==> src/rtl/mpdp_pkg.sv <==
// Shared types and constants for the multi-precision dot-product PE.
// Assumes nothing beyond IEEE 1800-2017.
package mpdp_pkg;

    // Operand format codes; the values are visible at the mode_i port.
    typedef enum logic [1:0] {
        FMT_INT4 = 2'b00,
        FMT_TERN = 2'b01,
        FMT_BIN  = 2'b10,
        FMT_RSVD = 2'b11
    } fmt_e;

    // Bits per lane in the packed operand words.
    localparam int unsigned LANE_BITS = 4;

endpackage

==> src/rtl/mpdp_lane_int4.sv <==
// One lane of the integer path: unsigned 4-bit activation times signed
// 4-bit weight. Assumes the product fits the 9-bit signed output.
module mpdp_lane_int4 (
    input  logic [3:0]        act_i,
    input  logic [3:0]        wgt_i,
    output logic signed [8:0] prod_o
);
    logic signed [4:0] act_s;
    logic signed [3:0] wgt_s;

    // Widen activation with a zero sign bit, multiply as signed.
    always_comb begin
        act_s  = $signed({1'b0, act_i});
        wgt_s  = $signed(wgt_i);
        prod_o = 9'(act_s * wgt_s);
    end
endmodule

==> src/rtl/mpdp_lane_tern.sv <==
// One lane of the ternary path: add, subtract or skip the activation
// by a 2-bit weight code. No multiplier. Codes 00 and 10 both skip.
module mpdp_lane_tern (
    input  logic [3:0]        act_i,
    input  logic [1:0]        code_i,
    output logic signed [5:0] term_o
);
    logic signed [5:0] act_s;

    // Select the signed contribution of this lane.
    always_comb begin
        act_s = $signed({2'b00, act_i});
        unique case (code_i)
            2'b01:   term_o = act_s;
            2'b11:   term_o = -act_s;
            default: term_o = '0;
        endcase
    end
endmodule

==> src/rtl/mpdp_bin_dot.sv <==
// Binary dot product of NLANE one-bit values (1 = +1, 0 = -1):
// 2*popcount(XNOR) - NLANE. Assumes PS_W holds +/-NLANE.
module mpdp_bin_dot #(
    parameter int unsigned NLANE = 8,
    parameter int unsigned PS_W  = 12
) (
    input  logic [NLANE-1:0]         a_i,
    input  logic [NLANE-1:0]         b_i,
    output logic signed [PS_W-1:0]   ps_o
);
    localparam int unsigned CNT_W = $clog2(NLANE + 1);

    logic [NLANE-1:0] agree;
    logic [CNT_W-1:0] cnt;

    // Count agreeing lanes, then map the count onto a signed sum.
    always_comb begin
        agree = ~(a_i ^ b_i);
        cnt   = '0;
        for (int k = 0; k < NLANE; k++) begin
            cnt = cnt + CNT_W'(agree[k]);
        end
        ps_o = $signed({{(PS_W-CNT_W-1){1'b0}}, cnt, 1'b0})
             - $signed(PS_W'(NLANE));
    end
endmodule

==> src/rtl/mpdp_pe.sv <==
// Multi-precision dot-product processing element.
// Per cycle: one packed activation word and one packed weight word of
// NLANE lanes; the partial sum of the latched format is added to a
// wrapping signed accumulator. The format is latched only on clear.
// Assumes callers keep operand words stable around the clock edge.
module mpdp_pe
    import mpdp_pkg::*;
#(
    parameter int unsigned NLANE = 8,
    parameter int unsigned ACC_W = 20
) (
    input  logic                    clk,
    input  logic                    rst_n,
    input  logic [1:0]              mode_i,
    input  logic                    clr_i,
    input  logic                    vld_i,
    input  logic [NLANE*LANE_BITS-1:0] act_i,
    input  logic [NLANE*LANE_BITS-1:0] wgt_i,
    output logic signed [ACC_W-1:0] acc_o,
    output logic                    res_vld_o
);
    localparam int unsigned PS_W = 9 + $clog2(NLANE);
    localparam int signed   TERN_MAX = 15 * NLANE;

    fmt_e                  fmt_q;
    fmt_e                  fmt_eff;
    logic signed [8:0]     int_prod [NLANE];
    logic signed [5:0]     tern_term[NLANE];
    logic [NLANE-1:0]      bin_a;
    logic [NLANE-1:0]      bin_w;
    logic signed [PS_W-1:0] int_sum;
    logic signed [PS_W-1:0] tern_sum;
    logic signed [PS_W-1:0] bin_sum;
    logic signed [PS_W-1:0] part_sum;
    logic signed [ACC_W-1:0] acc_q;
    logic signed [ACC_W-1:0] acc_d;
    logic                  rv_q;

    // Per-lane datapaths for the integer and ternary formats.
    for (genvar k = 0; k < NLANE; k++) begin : g_lane
        mpdp_lane_int4 u_int (
            .act_i  (act_i[k*LANE_BITS +: 4]),
            .wgt_i  (wgt_i[k*LANE_BITS +: 4]),
            .prod_o (int_prod[k])
        );
        mpdp_lane_tern u_tern (
            .act_i  (act_i[k*LANE_BITS +: 4]),
            .code_i (wgt_i[k*LANE_BITS +: 2]),
            .term_o (tern_term[k])
        );
        assign bin_a[k] = act_i[k*LANE_BITS];
        assign bin_w[k] = wgt_i[k*LANE_BITS];
    end

    mpdp_bin_dot #(.NLANE(NLANE), .PS_W(PS_W)) u_bin (
        .a_i  (bin_a),
        .b_i  (bin_w),
        .ps_o (bin_sum)
    );

    // Reduce lane results of the integer and ternary paths.
    always_comb begin
        int_sum  = '0;
        tern_sum = '0;
        for (int k = 0; k < NLANE; k++) begin
            int_sum  = int_sum  + PS_W'(int_prod[k]);
            tern_sum = tern_sum + PS_W'(tern_term[k]);
        end
    end

    // Pick the format: a clear cycle already uses the incoming mode.
    always_comb begin
        fmt_eff = clr_i ? fmt_e'(mode_i) : fmt_q;
        unique case (fmt_eff)
            FMT_INT4: part_sum = int_sum;
            FMT_TERN: part_sum = tern_sum;
            FMT_BIN:  part_sum = bin_sum;
            default:  part_sum = '0;
        endcase
    end

    // Next accumulator value from clear and valid.
    always_comb begin
        unique case ({clr_i, vld_i})
            2'b11:   acc_d = ACC_W'(part_sum);
            2'b10:   acc_d = '0;
            2'b01:   acc_d = acc_q + ACC_W'(part_sum);
            default: acc_d = acc_q;
        endcase
    end

    // State registers: format, accumulator, result-valid flag.
    always_ff @(posedge clk) begin
        if (!rst_n) begin
            fmt_q <= FMT_INT4;
            acc_q <= '0;
            rv_q  <= 1'b0;
        end else begin
            if (clr_i) fmt_q <= fmt_e'(mode_i);
            acc_q <= acc_d;
            rv_q  <= vld_i;
        end
    end

    assign acc_o     = acc_q;
    assign res_vld_o = rv_q;


    clr_zero_chk: assert property (@(posedge clk) disable iff (!rst_n)
        (clr_i && !vld_i) |=> (acc_o == '0));


    hold_chk: assert property (@(posedge clk) disable iff (!rst_n)
        (!clr_i && !vld_i) |=> $stable(acc_o));


    res_vld_chk: assert property (@(posedge clk) disable iff (!rst_n)
        vld_i |=> res_vld_o);


    res_idle_chk: assert property (@(posedge clk) disable iff (!rst_n)
        !vld_i |=> !res_vld_o);


    mode_hold_chk: assert property (@(posedge clk) disable iff (!rst_n)
        !clr_i |=> $stable(fmt_q));


    bin_range_chk: assert property (@(posedge clk) disable iff (!rst_n)
        (bin_sum <= $signed(PS_W'(NLANE))) && (bin_sum >= -$signed(PS_W'(NLANE)))
        && (bin_sum[0] == PS_W'(NLANE) % 2 != 0));


    tern_range_chk: assert property (@(posedge clk) disable iff (!rst_n)
        (tern_sum <= $signed(PS_W'(TERN_MAX))) && (tern_sum >= -$signed(PS_W'(TERN_MAX))));


    clr_load_chk: assert property (@(posedge clk) disable iff (!rst_n)
        (clr_i && vld_i) |=> (acc_o == ACC_W'($past(part_sum))));
endmodule

==> config.mk <==
export PLATFORM = sky130hd
export DESIGN_NAME = mpdp_pe
export DESIGN_NICKNAME = d
export VERILOG_FILES = /design/src/rtl/mpdp_pkg.sv /design/src/rtl/mpdp_lane_int4.sv /design/src/rtl/mpdp_lane_tern.sv /design/src/rtl/mpdp_bin_dot.sv /design/src/rtl/mpdp_pe.sv
export SDC_FILE = /design/constraint.sdc
export NUM_CORES = 1
export LEC_CHECK = 0
export ABC_AREA = 1
export BUFFER_PORTS_ARGS = -buffer_cell sky130_fd_sc_hd__buf_2
export CAP_MARGIN = 0
export CORE_UTILIZATION = 67
export CTS_BUF_LIST = sky130_fd_sc_hd__clkbuf_8 sky130_fd_sc_hd__clkbuf_16
export CTS_CLUSTER_DIAMETER = 200
export DETAILED_ROUTE_END_ITERATION = 10
export PLACE_DENSITY = 0.93
export SYNTH_ARGS = -nofsm -noshare
export SYNTH_HDL_FRONTEND = slang
export SYNTH_HIERARCHICAL = 1
export SYNTH_SLANG_ARGS = --single-unit
==> constraint.sdc <==
create_clock -name clk -period 18.9 [get_ports clk]
set_input_delay 0 -clock clk [delete_from_list [all_inputs] [get_ports clk]]
set_output_delay 0 -clock clk [all_outputs]
set_load 0.05 [all_outputs]
==> summary.md <==
| Metric | Value |
|---|---|
| Status | finished clean |
| Routability Congestion | 0.971 |
| I/O Buffers | 90 |
| Remaining global-route overflow | 0 |
| Worst path arrival time | 8.37 ns |
| Largest net degree at the start of global routing | 32 |
| Yosys top cell area share | 24.2% |
| Crit. End Element | register |
| Warnings from Yosys | 6 |
| Clock Path Buffers | 2 |
| Die H | 134 µm |
| Vias in the first global route | 10949 |
| Final setup viols | 0 |
| TritonCTS clock tree | built |
| Async set-reset flop share out of synthesis | 0% |
| RSZ-0062 raised after global routing | no |
| Routed via count | 10946 |
| Worst-Margin Slew | 0.886 ns |
| Hold Path Class | input pin to register |
| Max cap viols | 0 |
| Post-synth cell types | 40 |
| Crit-path max cell delay | 0.55 ns |
| Die width | 134 µm |
| Die ar. | 18100 µm² |
| Nets | 2213 |
| DRT Pass-1 Iters | 6 |
| CORE AREA | 17200 µm² |
| FP Rows | 48 |
| Overall Global Routing Usage | 33.5% |
| I/O pin cnt | 91 |
| Slew margin rel. | 40.8% |
| DRC violations left | 0 |
| Main flop type after synthesis | dfxtp_1 |
| Post-CTS Resized | 0 |
| HPWL after detailed placement | 25300 µm |
| Setup CP Type | input pin to register |
| Via density | 5.38 |
| Share of cells above drive strength 1 | 10.1% |
| Syn avg cell area | 6.80 µm² |
| Cells after Synth | 1727 |
| Crit-path max FO | 11 |
| Worst Skew | 0.00505 ns |
| Yosys top cell by area | fa_1 |
| Final hold viol count | 0 |
| Slowest stage cell, crit path | fa_1 |
| Ranking of synthesized cells by area | fa_1, ha_1, inv_1 |
| Sequential area share after synthesis | 3.92% |
| Initial DRC Count | 948 |
| Setup bufs post-CTS | 0 |
| Top cells by count, synth | inv_1, nand2_1, ha_1 |
| DR WL/cell | 14.1 µm |
| Initial Utilization | 68.2% |
| Num CTS Buffers | 3 |
| Post-CTS Hold Buffers | 1 |
| Post-synth EDFFs | 0 |
| Maximum clock rate | 122 MHz |
| Flops & latches, synth | 23 |
| Worst endpoint required time | 19.07 ns |
| Crit path time final | 8.21 ns |
| Initial antenna violation count | 0 |
| Clock slew at reported path FFs | 0.07 ns |
| Period Utilization, post-route | 43.4% |
| Worst skew pair latency | 0.26 ns |
| Area delta synth->final | 6.30% |
| Cell mode on critical path | fa_1 |
| Htree depth | 1 |
| Clk sinks | 23 |
| Ant. Diodes | 0 |
| Mapped Area | 11800 µm² |
| Synthesized Nets | 2131 |
| Worst R2R Setup Slack | 15.52 ns |
| Startpoint types | input pin |
| Most common cell in the netlist | inv_1 |
| Final TNS setup | 0 ns |
| Final WL | 28700 µm |
| Global-route wire length before repair | 48800 µm |
| Clock root buffer | clkbuf_16 |
| Count of pins over their slew limit | 0 |
| Post-route ant nets | 0 |
-- cells in the final DEF, fill, tap and decap left out, drive strengths merged, types with 10 or more instances in the layout --
cell type | netlist | layout
inv | 517 | 517
ha | 192 | 192
nand3 | 83 | 83
nand4 | 10 | 10
xnor2 | 19 | 19
buf | 10 | 90
xor2 | 10 | 10
dfxtp | 23 | 23
a21oi | 63 | 63
fa | 142 | 142
o21ai | 45 | 45
nand2 | 413 | 413
nor3 | 10 | 10
clkinv | 17 | 18
or2 | 25 | 25
a31oi | 18 | 18
nor2 | 91 | 91
-- state kept, by name (all words and copies together), names as in the netlist --
register   flops
acc_o         20
fmt_q          2
res_vld_o      1
-- logic make-up after synthesis --
| kind of cell | share of synthesized area, % |
|---|---|
| compound gates | 7.77 |
| flops | 3.92 |
| other cells | 0.0319 |
| simple gates | 23.7 |
| buf+inv | 17.8 |
| xor+xnor | 2.16 |
| fa+ha+maj | 44.6 |
-- metal layers --
| metal | track usage, % | vias to the layer above | part of all wire (%) |
|---|---|---|---|
| met5 | 0 | - | 0 |
| met4 | 14.3 | 0 | 4.4 |
| met3 | 4.69 | 88 | 7.7 |
| met2 | 58.7 | 466 | 48 |
| met1 | 41.1 | 5058 | 40 |
| li1 | - | 5334 | - |
-- stage by stage --
| stage | util (%) | setup WS, ns | area (µm²) | hold slack, ns | instances |
|---|---|---|---|---|---|
| final | 72.5 | 10.69 | 12500 | 0.0420 | 2033 |
| after global placement | 71.9 | 10.68 | 12400 | 0.211 | 2028 |
| after detailed placement | 71.9 | 10.58 | 12400 | 0.218 | 2028 |
| after floorplan | - | 11.48 | 11800 | 0.0935 | 1727 |
| after CTS | 72.5 | 10.84 | 12500 | 0.0413 | 2033 |
| after global routing | 72.5 | 10.25 | 12500 | 0.0799 | 2033 |
-- final timing paths --
| kind | start | to | depth (start not counted) |
|---|---|---|---|
| max | act_i[20] | acc_o[18]$_SDFFE_PN0P_ | 38 |
| min | mode_i[0] | fmt_q[0]$_SDFF_PN0_ | 3 |
| max reg2reg | fmt_q[0]$_SDFF_PN0_ | acc_o[18]$_SDFFE_PN0P_ | 17 |
| min reg2reg | fmt_q[0]$_SDFF_PN0_ | fmt_q[0]$_SDFF_PN0_ | 2 |
-- final cells by class --
type | count | area, µm²
Multi-Input combinational cell | 1156 | 9200
Fill cell | 1317 | 4750
Inverter | 534 | 2000
Sequential cell | 23 | 460
Timing Repair Buffer | 91 | 460
Tap cell | 225 | 282
Clock buffer | 3 | 75.1
Clock inverter | 1 | 5.00
-- worst max-delay path, delay by kind of cell --
| family | cells | cell delay [ns] |
|---|---|---|
| simple gates | 17 | 2.40 |
| compound gates | 2 | 0.16 |
| buf+inv | 7 | 0.55 |
| xor+xnor | 1 | 0.18 |
| fa+ha+maj | 11 | 5.04 |
Power is not shown: default switching activity piles up to over one toggle a cycle in this logic, so the estimate is an artifact.
